File: src/rtl/ifsr_pkg.sv
package ifsr_pkg;

    localparam int STAT_W = 4;
    localparam int KIND_W = 4;

    typedef logic [STAT_W-1:0] stat_t;

    typedef enum logic [KIND_W-1:0] {
        FK_ALIGN      = 4'd0,
        FK_DEBUG      = 4'd1,
        FK_XLAT_SEC   = 4'd2,
        FK_XLAT_PAGE  = 4'd3,
        FK_AFLAG_SEC  = 4'd4,
        FK_AFLAG_PAGE = 4'd5,
        FK_DOM_SEC    = 4'd6,
        FK_DOM_PAGE   = 4'd7,
        FK_PERM_SEC   = 4'd8,
        FK_PERM_PAGE  = 4'd9,
        FK_EXT_PREC   = 4'd10,
        FK_EXT_WALK1  = 4'd11,
        FK_EXT_WALK2  = 4'd12
    } fault_kind_e;

    localparam stat_t CODE_NONE = 4'b0000;

    typedef enum logic [1:0] {
        ST_IDLE = 2'd0,
        ST_RD   = 2'd1,
        ST_WR   = 2'd2,
        ST_TRAP = 2'd3
    } acc_state_e;

endpackage

File: src/rtl/ifsr_fault_enc.sv
module ifsr_fault_enc
    import ifsr_pkg::*;
(
    input  logic              flt_valid,
    input  logic [KIND_W-1:0] flt_kind,
    output logic              cap_en,
    output stat_t             cap_code
);

    logic  known;
    stat_t code;

    always_comb begin
        known = 1'b1;
        code  = CODE_NONE;
        case (flt_kind)
            FK_ALIGN:      code = 4'b0001;
            FK_DEBUG:      code = 4'b0010;
            FK_XLAT_SEC:   code = 4'b0101;
            FK_XLAT_PAGE:  code = 4'b0111;
            FK_AFLAG_SEC:  code = 4'b0011;
            FK_AFLAG_PAGE: code = 4'b0110;
            FK_DOM_SEC:    code = 4'b1001;
            FK_DOM_PAGE:   code = 4'b1011;
            FK_PERM_SEC:   code = 4'b1101;
            FK_PERM_PAGE:  code = 4'b1111;
            FK_EXT_PREC:   code = 4'b1000;
            FK_EXT_WALK1:  code = 4'b1100;
            FK_EXT_WALK2:  code = 4'b1110;
            default:       known = 1'b0;
        endcase
    end

    assign cap_en   = flt_valid && known;
    assign cap_code = code;

endmodule

File: src/rtl/ifsr_sel_decode.sv
module ifsr_sel_decode #(
    parameter int OP1_W  = 3,
    parameter int CRN_W  = 4,
    parameter int CRM_W  = 4,
    parameter int OP2_W  = 3,
    parameter int OP1_ID = 0,
    parameter int CRN_ID = 5,
    parameter int CRM_ID = 0,
    parameter int OP2_ID = 1
) (
    input  logic             acc_valid,
    input  logic [OP1_W-1:0] op1,
    input  logic [CRN_W-1:0] crn,
    input  logic [CRM_W-1:0] crm,
    input  logic [OP2_W-1:0] op2,
    output logic             hit
);

    localparam logic [OP1_W-1:0] OP1_V = OP1_ID[OP1_W-1:0];
    localparam logic [CRN_W-1:0] CRN_V = CRN_ID[CRN_W-1:0];
    localparam logic [CRM_W-1:0] CRM_V = CRM_ID[CRM_W-1:0];
    localparam logic [OP2_W-1:0] OP2_V = OP2_ID[OP2_W-1:0];

    logic [3:0] field_ok;

    always_comb begin
        field_ok[0] = (op1 == OP1_V);
        field_ok[1] = (crn == CRN_V);
        field_ok[2] = (crm == CRM_V);
        field_ok[3] = (op2 == OP2_V);
    end

    assign hit = acc_valid && (&field_ok);

endmodule

File: src/rtl/ifsr_access_fsm.sv
module ifsr_access_fsm
    import ifsr_pkg::*;
#(
    parameter int DATA_W = 32
) (
    input  logic              clk,
    input  logic              rst_n,
    input  logic              hit,
    input  logic              is_write,
    input  logic              is_priv,
    input  stat_t             stat_now,
    output logic              wr_commit,
    output logic              rd_valid,
    output logic [DATA_W-1:0] rd_data,
    output logic              wr_ack,
    output logic              undef
);

    localparam int PAD_W = DATA_W - STAT_W;

    acc_state_e state_q, state_d;
    stat_t      snap_q;

    always_comb begin
        state_d = ST_IDLE;
        if (hit) begin
            unique case ({is_priv, is_write})
                2'b10:   state_d = ST_RD;
                2'b11:   state_d = ST_WR;
                default: state_d = ST_TRAP;
            endcase
        end
    end

    always_ff @(posedge clk) begin
        if (!rst_n) begin
            state_q <= ST_IDLE;
            snap_q  <= CODE_NONE;
        end else begin
            state_q <= state_d;
            if (state_d == ST_RD) begin
                snap_q <= stat_now;
            end
        end
    end

    assign wr_commit = (state_d == ST_WR);

    always_comb begin
        rd_valid = 1'b0;
        wr_ack   = 1'b0;
        undef    = 1'b0;
        rd_data  = '0;
        unique case (state_q)
            ST_IDLE: ;
            ST_RD: begin
                rd_valid = 1'b1;
                rd_data  = {{PAD_W{1'b0}}, snap_q};
            end
            ST_WR:   wr_ack = 1'b1;
            ST_TRAP: undef  = 1'b1;
        endcase
    end

endmodule

File: src/rtl/ifsr_status_reg.sv
module ifsr_status_reg
    import ifsr_pkg::*;
(
    input  logic  clk,
    input  logic  rst_n,
    input  logic  cap_en,
    input  stat_t cap_code,
    input  logic  wr_en,
    input  stat_t wr_val,
    output stat_t stat_q
);

    always_ff @(posedge clk) begin
        if (!rst_n) begin
            stat_q <= CODE_NONE;
        end else if (cap_en) begin
            stat_q <= cap_code;
        end else if (wr_en) begin
            stat_q <= wr_val;
        end
    end

endmodule

File: src/rtl/ifsr_unit.sv
module ifsr_unit
    import ifsr_pkg::*;
#(
    parameter int DATA_W = 32,
    parameter int OP1_W  = 3,
    parameter int CRN_W  = 4,
    parameter int CRM_W  = 4,
    parameter int OP2_W  = 3
) (
    input  logic              clk,
    input  logic              rst_n,
    input  logic              flt_valid,
    input  logic [KIND_W-1:0] flt_kind,
    input  logic              acc_valid,
    input  logic              acc_write,
    input  logic              acc_priv,
    input  logic [OP1_W-1:0]  acc_op1,
    input  logic [CRN_W-1:0]  acc_crn,
    input  logic [CRM_W-1:0]  acc_crm,
    input  logic [OP2_W-1:0]  acc_op2,
    input  logic [DATA_W-1:0] acc_wdata,
    output logic              rsp_rd_valid,
    output logic [DATA_W-1:0] rsp_rdata,
    output logic              rsp_wr_ack,
    output logic              rsp_undef
);

    logic  cap_en;
    stat_t cap_code;
    logic  sel_hit;
    logic  wr_commit;
    stat_t stat_cur;
    stat_t wr_low;

    assign wr_low = acc_wdata[STAT_W-1:0];

    ifsr_fault_enc u_enc (
        .flt_valid (flt_valid),
        .flt_kind  (flt_kind),
        .cap_en    (cap_en),
        .cap_code  (cap_code)
    );

    ifsr_sel_decode #(
        .OP1_W (OP1_W),
        .CRN_W (CRN_W),
        .CRM_W (CRM_W),
        .OP2_W (OP2_W)
    ) u_sel (
        .acc_valid (acc_valid),
        .op1       (acc_op1),
        .crn       (acc_crn),
        .crm       (acc_crm),
        .op2       (acc_op2),
        .hit       (sel_hit)
    );

    ifsr_access_fsm #(
        .DATA_W (DATA_W)
    ) u_fsm (
        .clk       (clk),
        .rst_n     (rst_n),
        .hit       (sel_hit),
        .is_write  (acc_write),
        .is_priv   (acc_priv),
        .stat_now  (stat_cur),
        .wr_commit (wr_commit),
        .rd_valid  (rsp_rd_valid),
        .rd_data   (rsp_rdata),
        .wr_ack    (rsp_wr_ack),
        .undef     (rsp_undef)
    );

    ifsr_status_reg u_reg (
        .clk      (clk),
        .rst_n    (rst_n),
        .cap_en   (cap_en),
        .cap_code (cap_code),
        .wr_en    (wr_commit),
        .wr_val   (wr_low),
        .stat_q   (stat_cur)
    );

endmodule

File: config.mk
export PLATFORM = sky130hd
export DESIGN_NAME = ifsr_unit
export DESIGN_NICKNAME = d
export VERILOG_FILES = /design/src/rtl/ifsr_pkg.sv /design/src/rtl/ifsr_fault_enc.sv /design/src/rtl/ifsr_sel_decode.sv /design/src/rtl/ifsr_access_fsm.sv /design/src/rtl/ifsr_status_reg.sv /design/src/rtl/ifsr_unit.sv
export SDC_FILE = /design/constraint.sdc
export NUM_CORES = 1
export LEC_CHECK = 0
export CAP_MARGIN = 15
export CORE_ASPECT_RATIO = 1.5
export CORE_UTILIZATION = 26
export DETAILED_ROUTE_END_ITERATION = 10
export PLACE_DENSITY = 0.76
export SKIP_CTS_REPAIR_TIMING = 1
export SYNTH_ARGS = -nofsm -noshare
export SYNTH_HDL_FRONTEND = slang
export SYNTH_SLANG_ARGS = --single-unit
File: constraint.sdc
create_clock -name clk -period 2.34 [get_ports clk]
set_clock_uncertainty 0.15 [all_clocks]
set_input_delay 0.585 -clock clk [delete_from_list [all_inputs] [get_ports clk]]
set_output_delay 0.585 -clock clk [all_outputs]
set_load 0.05 [all_outputs]
==> summary.md <==
| Metric | Value |
|---|---|
| Initial core utilization | `27.52%` |
| Final Hold Vio Count | `0` |
| R2r setup slk | `1.48 ns` |
| Ys flop type | `dfxtp_1` |
| GR Overflow Total | `0` |
| Post-synth ARST share | `0%` |
| Crit path required time | `2.30 ns` |
| CTS H-tree lvls | `1` |
| Synth warn | `0` |
| Synth Instances | `114` |
| Sequential share of power | `between 20% and 30%` |
| Syn avg cell area | `roughly 7.6 um^2` |
| CTS tree | `built` |
| Min Hold Slack | `0.3127 ns` |
| Seq/Total Area, Yosys | `a little under a quarter` |
| Max-slew violation count | `0` |
| Power share of the clock group | `35.7%` |
| Clk sink count | `10` |
| Synth top area cells | `buf_4, dfxtp_1, nand2_1` |
| Via/cell ratio | `4.120` |
| Vias in the first global route | `653` |
| Ports | `91` |
| Worst Setup EP | `u_reg.stat_q[2]$_SDFFE_PN0P_` |
| Status | `complete, no violations` |
| Die area | `3585 um^2` |
| Post-synthesis register bit count | `10` |
| Pre-CTS setup slack | `-0.3897 ns` |
| Crit start category | `input pin` |
| Root Buffer | `clkbuf_8` |
| Final Cycle Share | `98.00%` |
| Final WL | `1.846 mm` |
| Routed vias | `824` |
| Launching point of the worst reg2reg path | `u_reg.stat_q[2]$_SDFFE_PN0P_` |
| DRT iter0 DRCs | `14` |
| Hold Crit Class | `flip-flop to flip-flop` |
| Fill cells | `approximately 320` |
| Max clock buf depth | `2` |
| CP arrival | `2.26 ns` |
| Final net count | `around 220` |
| CORE AREA | `around 3200 um^2` |
| Post-synth top area cell | `buf_4` |
| Max VDD drop | `227.3 uV` |
| Row Count | `25` |
| Syn-to-layout area delta | `57.12%` |
| Count of different cell masters after synthesis | `33` |
| Antenna-violating nets left | `0` |
| Setup TNS | `0 ns` |
| DRC Markers | `0` |
| Netlist Area Pre-Place | `869.6 um^2` |
| Min cycle time layout | `2.293 ns` |
| Final worst slack | `0.04670 ns` |
| Routed WL per cell | `9.230 um` |
| Largest net degree at the start of global routing | `10` |
| HPWL Detailed | `1.461 mm` |
| Most numerous cell in the Yosys netlist | `buf_4` |
| GP Congestion | `0.7576` |
| Clock latency on the worst-skew pair | `0.24 ns` |
| ANT cells | `0` |
| Cells on worst reg2reg path | `2` |
| Layout cells sized above 1 | `23.75%` |
| Max Cap Viol | `0` |
| Kind of critical path | `input pin to flip-flop` |
| CTS Buf Count | `3` |
| Post-synth EDFFs | `0` |
| Fmax | `436.1 MHz` |
| Internal | `394.3 uW` |
| Sw frac | `roughly a third` |
| Gr usage total | `9.739%` |
| NetSw | `~210 uW` |
| Logic pwr share | `34.7%` |
| Chip Width | `a little under 50 um` |
| First-pass GRT wire length | `2.684 mm` |
| CTS clk-pin slew, worst paths | `0.05 ns` |
| Critical Path Start | `acc_op1[1]` |
| Critical Path End Type | `flip-flop` |
| Leak | `around 0.00065 uW` |
| Reg-to-reg endpoint | `u_reg.stat_q[2]$_SDFFE_PN0P_` |
| Die height | `between 70 and 80 um` |
| Initial antenna violation count | `0` |
| Post-synth top area share | `24.17%` |
| Pwr dens | `444.2 nW/um^2` |
| Final setup fails | `0` |
| Port bufs | `34` |
| Synth cell count leaders | `buf_4, dfxtp_1, nand2_1` |
| Crit-path max FO | `5` |
| Pre-antenna DRT Iters | `4` |
==> worst max-delay path: stages <==
cell and delay [ns]:
clkdlybuf4s50_1 0.40, or4b_4 0.48, or4_4 0.54, nor4_4 0.18, nor3_2 0.07
==> logic make-up after synthesis <==
| kind of cell | synth area share (%) |
|---|---|
| and+or+nand+nor | 27.48 |
| buffers and inverters | 27.62 |
| AOI/OAI and AO/OA | 16.98 |
| DFF | 23.02 |
| muxes | 3.453 |
| xor gates and xnor gates | 1.007 |
| other | 0.4312 |
==> how the worst min path moves through the flow <==
stage,startpoint,endpoint,slack [ns],cells past startpoint
floorplan,u_reg.stat_q[0]$_SDFFE_PN0P_,u_reg.stat_q[0]$_SDFFE_PN0P_,0.29,2
global placement,u_reg.stat_q[3]$_SDFFE_PN0P_,u_reg.stat_q[3]$_SDFFE_PN0P_,0.30,2
detailed placement,u_reg.stat_q[1]$_SDFFE_PN0P_,u_reg.stat_q[1]$_SDFFE_PN0P_,0.31,2
CTS,u_reg.stat_q[1]$_SDFFE_PN0P_,u_reg.stat_q[1]$_SDFFE_PN0P_,0.31,2
global route,u_reg.stat_q[0]$_SDFFE_PN0P_,u_fsm.snap_q[0]$_SDFFE_PN0N_,0.34,2
finish,u_reg.stat_q[3]$_SDFFE_PN0P_,u_reg.stat_q[3]$_SDFFE_PN0P_,0.31,2
==> registers in the layout, summed over array words and instances (netlist names) <==
signal         flops
u_reg.stat_q       4
u_fsm.snap_q       4
u_fsm.state_q      2
==> power groups by stage <==
stage	Sequential, uW	Clock [uW]	Combinational (uW)
CTS	179	219	202
global placement	183	0	200
detailed placement	183	0	201
global route	181	224	222
floorplan	182	0	174
finish	180	216	210
==> stage by stage <==
step | power, uW | instance area, um^2 | utilization [%] | instances
finish | 606.9 | 1366 | 43.25 | 200
floorplan | 356.0 | 973.4 | - | 141
global route | 626.3 | 1366 | 43.25 | 200
CTS | 599.9 | 1266 | 40.08 | 199
detailed placement | 383.9 | 1211 | 38.34 | 195
global placement | 382.4 | 1211 | 38.34 | 195
==> layer usage <==
layer	track usage (%)	wire, um	vias to the layer above	share of wire, %
li1	-	-	431	-
met1	10.11	694	347	38
met2	17.50	985	43	53
met3	2.917	133	3	7.2
met4	4.902	32	0	1.7
met5	0	0	-	0
==> cell usage in the layout, fill, tap and decap left out, types with 3 or more instances in the layout <==
cell             instances
nor2b_1                  4
inv_1                    4
and2_1                   5
nand2b_1                 3
dlymetal6s2s_1           7
clkdlybuf4s50_1         20
conb_1                  28
nor2_1                   3
mux2i_1                  3
nand2_1                  9
dfxtp_1                 10
a21oi_1                  5
clkbuf_8                 4
buf_4                   18
nand3_1                  4
o21ai_1                  3
==> layout make-up <==
type | count | area, um^2 | area share (%)
repair buffers | 47 | 445.4 | 32.60
multi-input cells | 95 | 600.6 | 43.96
well taps | 40 | 50.05 | 3.663
flip-flops and latches | 10 | 200.2 | 14.65
clock buffers | 4 | 55.05 | 4.029
inverters | 4 | 15.01 | 1.099
(Power assumes the default switching activity.)
